## config.mk

```make
export PLATFORM = sky130hd
export DESIGN_NAME = scan_refresh
export DESIGN_NICKNAME = d
export VERILOG_FILES = /design/src/rtl/scan_refresh.sv
export SDC_FILE = /design/constraint.sdc
export NUM_CORES = 1
export LEC_CHECK = 0
export ABC_AREA = 1
export BUFFER_PORTS_ARGS = -buffer_cell sky130_fd_sc_hd__buf_4
export CORE_MARGIN = 3
export CORE_UTILIZATION = 55
export DETAILED_ROUTE_END_ITERATION = 7
export GPL_ROUTABILITY_DRIVEN = 0
export PLACE_DENSITY = 0.82
export SYNTH_ARGS = -nofsm -noshare
export SYNTH_HDL_FRONTEND = slang
export SYNTH_SLANG_ARGS = --single-unit
```

## constraint.sdc

```tcl
create_clock -name clk -period 2.45 [get_ports clk]
set_input_delay 0.1225 -clock clk [delete_from_list [all_inputs] [get_ports clk]]
set_output_delay 0.1225 -clock clk [all_outputs]
set_load 0.05 [all_outputs]
```

## src/rtl/scan_refresh.sv

```systemverilog
module scan_refresh #(
  parameter int COLS         = 128,
  parameter int ROWS         = 32,
  parameter int WORD_W       = 8,
  parameter int TW           = 16,
  parameter int ON_W         = 20,
  parameter int MIN_DOT_HALF = 8,
  parameter int MIN_PULSE    = 125,
  localparam int WPR = COLS / WORD_W,
  localparam int CW  = $clog2(COLS),
  localparam int RW  = $clog2(ROWS),
  localparam int WB  = $clog2(WORD_W),
  localparam int WW  = $clog2(WPR)
) (
  input  logic              clk,
  input  logic              rst,
  input  logic [TW-1:0]     cfg_dot_half,
  input  logic [TW-1:0]     cfg_pulse,
  input  logic [ON_W-1:0]   cfg_on,
  output logic              fb_rd_en,
  output logic [RW+WW-1:0]  fb_addr,
  input  logic [WORD_W-1:0] fb_rd_data,
  output logic              drv_en,
  output logic              sdata,
  output logic              dclk,
  output logic              lat,
  output logic              rclk,
  output logic              frame_mark
);

  typedef enum logic [2:0] {F0, F1, SH, BL, LH, LL, RH, RL} st_t;

  localparam logic [TW-1:0] MDH = TW'(MIN_DOT_HALF);
  localparam logic [TW-1:0] MPW = TW'(MIN_PULSE);

  st_t               st;
  logic [TW-1:0]     tmr;
  logic [CW-1:0]     col;
  logic [RW-1:0]     row;
  logic [WORD_W-1:0] sreg, nbuf;
  logic              pend;
  logic [ON_W-1:0]   on_cnt;
  logic              dclk_q;
  logic [WW-1:0]     fwd;

  wire [TW-1:0] dh       = (cfg_dot_half < MDH) ? MDH : cfg_dot_half;
  wire [TW-1:0] pw       = (cfg_pulse < MPW) ? MPW : cfg_pulse;
  wire          tdone    = (tmr == '0);
  wire          last_bit = (col[WB-1:0] == WB'(WORD_W - 1));
  wire [WW-1:0] cur_word = col[CW-1:WB];

  assign drv_en     = (on_cnt != '0);
  assign sdata      = sreg[0];
  assign dclk       = dclk_q;
  assign lat        = (st == LH);
  assign rclk       = (st == RH);
  assign frame_mark = (row == '0);
  assign fb_addr    = {row, fwd};

  always_comb begin
    fb_rd_en = 1'b0;
    fwd      = '0;
    case (st)
      F0: fb_rd_en = 1'b1;
      F1: begin fb_rd_en = 1'b1; fwd = WW'(1); end
      SH: if (dclk_q && tdone && last_bit && cur_word < WW'(WPR - 2)) begin
            fb_rd_en = 1'b1;
            fwd      = cur_word + WW'(2);
          end
      default: ;
    endcase
  end

  always_ff @(posedge clk) begin
    if (rst) begin
      st     <= F0;
      tmr    <= '0;
      col    <= '0;
      row    <= '0;
      sreg   <= '0;
      nbuf   <= '0;
      pend   <= 1'b0;
      on_cnt <= '0;
      dclk_q <= 1'b0;
    end else begin
      pend <= fb_rd_en;
      if (pend && st != F1) nbuf <= fb_rd_data;
      if (on_cnt != '0) on_cnt <= on_cnt - 1'b1;
      case (st)
        F0: st <= F1;
        F1: begin
          sreg   <= fb_rd_data;
          col    <= '0;
          dclk_q <= 1'b0;
          tmr    <= dh - 1'b1;
          st     <= SH;
        end
        SH: begin
          if (!tdone) tmr <= tmr - 1'b1;
          else begin
            tmr <= dh - 1'b1;
            if (!dclk_q) dclk_q <= 1'b1;
            else begin
              dclk_q <= 1'b0;
              if (col == CW'(COLS - 1)) begin
                st  <= BL;
                tmr <= pw - 1'b1;
              end else begin
                col  <= col + 1'b1;
                sreg <= last_bit ? nbuf : (sreg >> 1);
              end
            end
          end
        end
        BL: if (on_cnt == '0) begin
          if (!tdone) tmr <= tmr - 1'b1;
          else begin tmr <= pw - 1'b1; st <= LH; end
        end
        LH: if (!tdone) tmr <= tmr - 1'b1; else begin tmr <= pw - 1'b1; st <= LL; end
        LL: if (!tdone) tmr <= tmr - 1'b1; else begin tmr <= pw - 1'b1; st <= RH; end
        RH: if (!tdone) tmr <= tmr - 1'b1; else begin tmr <= pw - 1'b1; st <= RL; end
        RL: if (!tdone) tmr <= tmr - 1'b1;
            else begin
              on_cnt <= cfg_on;
              row    <= (row == RW'(ROWS - 1)) ? '0 : row + 1'b1;
              st     <= F0;
            end
        default: st <= F0;
      endcase
    end
  end

  a_r3_lat_low_at_dclk: assert property (@(posedge clk) disable iff (rst)
    $rose(dclk) |-> !lat);
  a_r4_lat_blank: assert property (@(posedge clk) disable iff (rst)
    (lat != $past(lat)) |-> !drv_en);
  a_r4_rclk_blank: assert property (@(posedge clk) disable iff (rst)
    (rclk != $past(rclk)) |-> !drv_en);
  a_r5_mark_steady: assert property (@(posedge clk) disable iff (rst)
    $fell(rclk) |-> $stable(frame_mark));
  a_r8_lat_after_dark: assert property (@(posedge clk) disable iff (rst)
    $rose(lat) |-> $past(!drv_en));
  a_r6_en_after_rclk: assert property (@(posedge clk) disable iff (rst)
    $rose(drv_en) |-> (!lat && !rclk && $past(st == RL)));

endmodule

```

==> flow_summary.json, run 1 <==
{
  "path_max_fanout": 5,
  "worstSetupPathType": "reg -> out",
  "max_freq_mhz": 438.1,
  "cts_buffers": 9,
  "r2r_cells": 13,
  "cp.required_ns": 2.33,
  "drtIter0Drc": 509,
  "combPwrFrac": 0.624,
  "grt_max_degree": 44,
  "p_seq_frac": 0.259,
  "ys_warn_count": 0,
  "irDropWorstVdd_v": 0.0008158,
  "cap_violations": 0,
  "async_flop_share": 0,
  "clockBufferDepth": 2,
  "vias": 5861,
  "clk_latency_ns": 0.35,
  "max_stage_delay_ns": 0.32,
  "syn_inst": 842,
  "layout.nets": 995,
  "hold_viol": 0,
  "p_per_area_mw_per_mm2": 1171,
  "fillers": 811,
  "r2r_end": "tmr[15]$_SDFFE_PP0P_",
  "slew_headroom": 0.6470,
  "clk_pin_slew_worst_paths_ns": 0.08,
  "holdWs_ns": 0.02823,
  "layout_commonest_cell": "nand2_1",
  "grt_pass1_vias": 5478,
  "hold_class": "in -> reg",
  "worstSetupEndpointType": "output pin",
  "die-width_microns": 103.4,
  "synth_edf_count": 0,
  "grt_pass1_wl_microns": 24300,
  "intPower_mw": 3.523,
  "cp.arrival_ns": 2.16,
  "final_area_sq_mm": 0.006173,
  "clkSinkCount": 69,
  "slew_violations": 0,
  "h-tree-depth": 3,
  "dr.pass1.iters": 6,
  "ios": 78,
  "rows": 34,
  "finClkSkew_ns": 0.009525,
  "p_sw_frac": 0.5125,
  "dp_hpwl_microns": 11280,
  "portBuffers": 77,
  "grt-ovfl-total": 0,
  "synth_seq_cells": 69,
  "synth_flop_cell": "dfxtp_1",
  "worstMarginPinSlew_ns": 0.5287,
  "drtAntennaViolNets": 0,
  "whs_path_depth": 3,
  "routed_wl_microns": 14660,
  "min_to": "nbuf[2]$_SDFFE_PP0P_",
  "instances_no_fill": 1053,
  "tritoncts": "done",
  "dieArea_sq_mm": 0.01069,
  "ff_latch_area_sq_mm": 0.001381,
  "power.switching_mw": 3.703,
  "synth_area_per_cell_sq_um": 6.194,
  "layout_common_cells": "nand2_1, nor2_1, inv_1, buf_4, dfxtp_1",
  "area_growth_pct": 18.38,
  "drive_above_1_share": 0.1748,
  "yosys.cell_types.count": 47,
  "p_leak_nw": 2.791,
  "start_util": 0.5810,
  "tns_ns": 0,
  "clkPwrFrac": 0.117,
  "cp_common_cell": "nand4_4",
  "cpMaxStageDelayCell": "dfxtp_1",
  "multi_input_area_sq_mm": 0.003323,
  "status": "complete, no violations",
  "fp.coreArea_sq_mm": 0.008976,
  "die_h_microns": 103.4,
  "viasPerCell": 5.566,
  "synth_nets": 915,
  "ff2ff_setup_slack_ns": 0.25,
  "antenna_found_initial": 0,
  "avgRoutedWirePerCell_microns": 13.92,
  "antenna_cells": 0,
  "dp.cells": 1035,
  "path_cells": "inv_1, ha_2, nand4_4, nor3_4, nand4_4, nor2_2, nand2_1, o21ai_1, buf_6",
  "cts-root-buf": "clkbuf_8",
  "finalCriticalPeriod_ns": 2.283,
  "synthesis.area_sq_mm": 0.005215,
  "startpoint_type": "flop",
  "rsz0062_at_grt": "false",
  "drc": 0,
  "worstHoldStart": "fb_rd_data[2]",
  "r2r_start": "on_cnt[0]$_SDFF_PP0_",
  "fin_crit_sh": 0.9317,
  "setup_viol": 0,
  "yosysSeqAreaShare": 0.2649,
  "dpl-instance-area_sq_mm": 0.005949,
  "gr-usage-all-layers": 0.2824
}
-- worst max-delay path by stage --
stage	slack [ns]	startpoint	cells after the start	to
finish	0.17	tmr[0]$_SDFFE_PP0P_	9	fb_addr[0]
global placement	0.28	cfg_pulse[14]	16	tmr[10]$_SDFFE_PP0P_
floorplan	0.17	col[0]$_SDFFE_PP0P_	7	fb_addr[0]
CTS	0.02	tmr[0]$_SDFFE_PP0P_	9	fb_addr[0]
global route	0.008	tmr[0]$_SDFFE_PP0P_	9	fb_addr[0]
detailed placement	0.20	cfg_pulse[14]	16	tmr[10]$_SDFFE_PP0P_
-- layout make-up --
| cell class | count | area share |
|---|---|---|
| tap | 126 | 0.02554 |
| clock buffer | 10 | 0.02229 |
| clock inverter | 6 | 0.006283 |
| inverter | 114 | 0.06931 |
| timing repair buffer | 92 | 0.1145 |
| sequential | 69 | 0.2238 |
| multi-input combinational | 636 | 0.5383 |
-- logic make-up (layout without fill, tap and decap cells) --
group,count (synthesis),after routing,synth area share
AO/OA/AOI/OAI,165,165,0.1744
XOR/XNOR,35,35,0.05878
adder cells (fa/ha/maj),11,11,0.02639
buffers and inverters,137,222,0.1034
flip-flops,69,69,0.2649
multiplexers,7,7,0.01344
AND/OR/NAND/NOR,418,418,0.3587
-- power by group through the flow --
stage               sequential (mW)  combinational, mW  clock [mW]
floorplan                      1.83               3.30           0
global placement               1.86               4.21           0
detailed placement             1.87               4.31           0
CTS                            1.85               4.38       0.867
global route                   1.92               5.03       0.901
finish                         1.87               4.51       0.849
-- synth_stat cells, types with 2 or more instances --
library cell	number	share of area
nand2_1	172	0.12
nor2_1	123	0.089
inv_1	92	0.066
dfxtp_1	69	0.26
o21ai_0	69	0.066
a21oi_1	60	0.058
nand3_1	55	0.053
xor2_1	22	0.037
nor3_1	21	0.020
inv_2	19	0.014
nand4_1	15	0.018
clkbuf_1	13	0.0094
xnor2_1	13	0.022
ha_1	11	0.026
o21ai_1	9	0.0086
a31oi_1	7	0.0084
mux2i_1	7	0.013
nand2_2	7	0.0084
nor2_2	7	0.0084
buf_2	5	0.0048
o211ai_1	5	0.0072
nor2_4	4	0.0086
buf_4	3	0.0043
clkinv_1	3	0.0022
nand4_2	3	0.0072
o21bai_1	3	0.0043
a221oi_2	2	0.0058
nor3_4	2	0.0062
nor4_1	2	0.0024
o2111ai_1	2	0.0034
-- metrics by stage --
stage                 util  setup WS (ns)  power (mW)
floorplan                -         0.1747       5.136
global placement    0.6628         0.2846       6.065
global route        0.6878       0.008273       7.847
finish              0.6878         0.1675       7.226
detailed placement  0.6628         0.1973       6.176
CTS                 0.6843        0.01869       7.098
-- worst max-delay path: cells and delay by family, from the launching register on --
| kind | cells | cell delay, ns |
|---|---|---|
| flip-flops | 1 | 0.32 |
| adder cells (fa/ha/maj) | 1 | 0.24 |
| buffers and inverters | 2 | 0.28 |
| AND/OR/NAND/NOR | 5 | 0.79 |
| AO/OA/AOI/OAI | 1 | 0.17 |
-- repair_timing --
item,in CTS,in global routing
gates resized for setup,1,5
pin swaps,1,1
setup endpoints to repair,4,6
setup buffers,1,1
hold buffers,0,0
cloned,0,0
-- registers in the layout, summed over array words and instances, names as in the netlist --
| signal | count |
|---|---|
| nbuf | 8 |
| on_cnt | 20 |
| row | 5 |
| sreg | 8 |
| tmr | 16 |
| pend | 1 |
| st | 3 |
| dclk | 1 |
| col | 7 |
-- metal layers --
| metal | up-vias | wire [microns] | track usage |
|---|---|---|---|
| met3 | 46 | 1083 | 0.06640 |
| met1 | 2657 | 5993 | 0.3391 |
| met2 | 244 | 7151 | 0.4779 |
| li1 | 2914 | - | - |
| met5 | - | 0 | 0 |
| met4 | 0 | 432 | 0.1275 |
Note: power is estimated with default switching activity, not from simulation.
==> run 2, diff against run 1 <==
ABC_AREA = not set   (was 1)
CORE_UTILIZATION = 58   (was 55)
==> run 2 against run 1 <==
The flow now finishes with violations (negative setup slack). Die area down 9.5%. Combinational power shrank 46%. First-iteration DRC count is 55% higher. Routed wire length grew 2.2%. Clock power decreased by 0.9%. Critical path type unchanged. Highest routed layer unchanged.
==> flow_summary.json, run 2 <==
{
  "gr-usage-all-layers": 0.2917,
  "layout_common_cells": "buf_4, nor2_1, dfxtp_1, nand2_1, a21oi_1",
  "cp.arrival_ns": 2.37,
  "finalCriticalPeriod_ns": 2.496,
  "cpMaxStageDelayCell": "or4_4",
  "dp_hpwl_microns": 10670,
  "setup_ws_ns": -0.04616,
  "grt_pass1_wl_microns": 23940,
  "die-width_microns": 98.36,
  "path_buf_inv": 1,
  "synth_flop_cell": "dfxtp_1",
  "synth_area_per_cell_sq_um": 7.576,
  "max_freq_mhz": 400.6,
  "cap_violations": 0,
  "synth_common_cells": "nor2_1, dfxtp_1, nand2_1, a21oi_1, nand3_1",
  "yosys.area.top_type": "dfxtp_1",
  "hold_buffers": 0,
  "tritoncts": "done",
  "drc": 0,
  "fillers": 593,
  "status": "finished with violations",
  "die_h_microns": 98.36,
  "grt-ovfl-total": 0,
  "clkSinkCount": 69,
  "antenna_cells": 0,
  "dr.pass1.iters": 6,
  "layout_commonest_cell": "buf_4",
  "p_leak_nw": 2.633,
  "ff_latch_area_sq_mm": 0.001388,
  "startpoint_type": "flop",
  "tns_ns": -0.1212,
  "portBuffers": 77,
  "cp_common_cell": "or4_4",
  "multi_input_area_sq_mm": 0.003556,
  "drtAntennaViolNets": 0,
  "violations": "negative setup slack",
  "hold_viol": 0,
  "drive_above_1_share": 0.2956,
  "worstSetupPathType": "reg -> out",
  "h-tree-depth": 3,
  "drtIter0Drc": 789,
  "viasPerCell": 6.244,
  "dieArea_sq_mm": 0.009674,
  "avgRoutedWirePerCell_microns": 16.64,
  "grt_max_degree": 47,
  "power_mw": 4.833,
  "synth_edf_count": 0,
  "worstMarginPinSlew_ns": 0.4983,
  "vias": 5620,
  "rows": 33,
  "yosys.cell_types.count": 72,
  "cp.required_ns": 2.33,
  "antenna_found_initial": 0,
  "yosysTopAreaCellShare": 0.2792,
  "p_per_area_mw_per_mm2": 743.6,
  "path_max_fanout": 3,
  "ff2ff_setup_slack_ns": -0.04,
  "fin_crit_sh": 1.019,
  "finClkSkew_ns": 0.01544,
  "clk_pin_slew_worst_paths_ns": 0.09,
  "slew_headroom": 0.6647,
  "cts_buffers": 9,
  "hold_class": "in -> reg",
  "grt_pass1_vias": 5234,
  "regMostFlops": "on_cnt",
  "syn_inst": 653,
  "synth_seq_cells": 69,
  "crit_family": "simple AND/OR/NAND/NOR gates",
  "cts-root-buf": "clkbuf_8",
  "irDropWorstVdd_v": 0.0006319,
  "clk_latency_ns": 0.35,
  "clockBufferDepth": 2,
  "synthesis.area_sq_mm": 0.004947,
  "start_util": 0.5991,
  "synth_nets": 726,
  "largest_reg_flops": 20,
  "layout.nets": 863,
  "largestRegisters": "on_cnt: 20 flops, tmr: 16 flops",
  "yosys-top-cells-area": "dfxtp_1, nor2_1, a21oi_1",
  "post-route-util": 0.7871,
  "slew_violations": 0,
  "worstSetupEndpointType": "output pin",
  "fp.coreArea_sq_mm": 0.008258,
  "area_growth_pct": 31.39,
  "max_stage_delay_ns": 0.56,
  "ios": 78,
  "path_cells": "or4_4, nor3_4, nand2_2, or4_4, a21oi_4, buf_6",
  "synth_most_common_cell": "nor2_1",
  "rsz0062_at_grt": "true",
  "async_flop_share": 0,
  "routed_wl_microns": 14980,
  "setup_viol": 3,
  "ys_warn_count": 0,
  "yosysSeqAreaShare": 0.2792
}
## run 2: changes by cell type in the layout (fill, tap and decap cells not counted), moves of 21 or more
cell,previous run,this run
nand2_1,172,60
inv_1,92,10
nand3_1,55,31
o21ai_0,68,20
nor2_1,122,101
buf_4,90,148
a211oi_1,0,23
## run 2: per-layer routing
| metal | GRT usage | wire length (microns) | share of wire |
|---|---|---|---|
| met4 | 0.09139 | 414 | 0.028 |
| met1 | 0.3832 | 6300 | 0.42 |
| met5 | 0 | 0 | 0 |
| met2 | 0.4852 | 7159 | 0.48 |
| met3 | 0.05429 | 1106 | 0.074 |
## run 2: path summary, 6_finish.rpt
path,startpoint,endpoint,depth (start not counted)
max reg2reg,tmr[11]$_SDFFE_PP0P_,tmr[10]$_SDFFE_PP0P_,8
min,cfg_on[1],on_cnt[1]$_SDFF_PP0_,3
max,tmr[11]$_SDFFE_PP0P_,fb_rd_en,6
min reg2reg,nbuf[1]$_SDFFE_PP0P_,nbuf[1]$_SDFFE_PP0P_,2
## run 2: area by class of cell
cell class,instances,share of cell area
multi-input cells,543,0.5471
flip-flops and latches,69,0.2135
repair buffers,157,0.1867
well taps,105,0.02021
clock buffers,9,0.01906
clock inverters,7,0.007700
inverters,10,0.005775
## run 2: what timing repair did
action | in CTS | in global routing
gates cloned | 0 | 1
endpoints found under the setup margin | 5 | 21
pin swaps | 10 | 12
buffers inserted | 2 | 8
gates resized for setup | 16 | 30
## run 2: through the flow
step / cell area [sq um] / instances / worst slack (ns) / hold slack [ns]
3_5_place_dp: 6047 / 873 / -0.2853 / 0.3959
4_1_cts: 6296 / 891 / -0.1287 / 0.02782
6_report: 6500 / 900 / -0.04616 / 0.03081
2_1_floorplan: 5007 / 653 / -0.06815 / 0.2558
3_3_place_gp: 6047 / 873 / -0.1555 / 0.3859
5_1_grt: 6500 / 900 / -0.09675 / 0.03102
## run 2: kinds of logic (layout without fill, tap and decap cells)
group | after synthesis | after routing | synth area share
buffers and inverters | 41 | 183 | 0.04552
AND/OR/NAND/NOR | 321 | 321 | 0.3369
AO/OA/AOI/OAI | 147 | 147 | 0.1920
flip-flops | 69 | 69 | 0.2792
adder cells (fa/ha/maj) | 11 | 11 | 0.02782
multiplexers | 21 | 21 | 0.04249
XOR/XNOR | 43 | 43 | 0.07613
## run 2: worst reg2reg max path, stage by stage, from the launching register on
cell and delay (ns):
dfxtp_4 0.35, or4_4 0.56, buf_6 0.14, or3_4 0.38
nor3_4 0.29, a211o_4 0.22, buf_4 0.16, a21oi_1 0.06
o32ai_1 0.24
## run 2: power breakdown
group | switching (mW) | internal [mW]
registers | 0.217 | 1.33
clock network | 0.472 | 0.368
logic | 1.29 | 1.16
total | 1.98 | 2.85
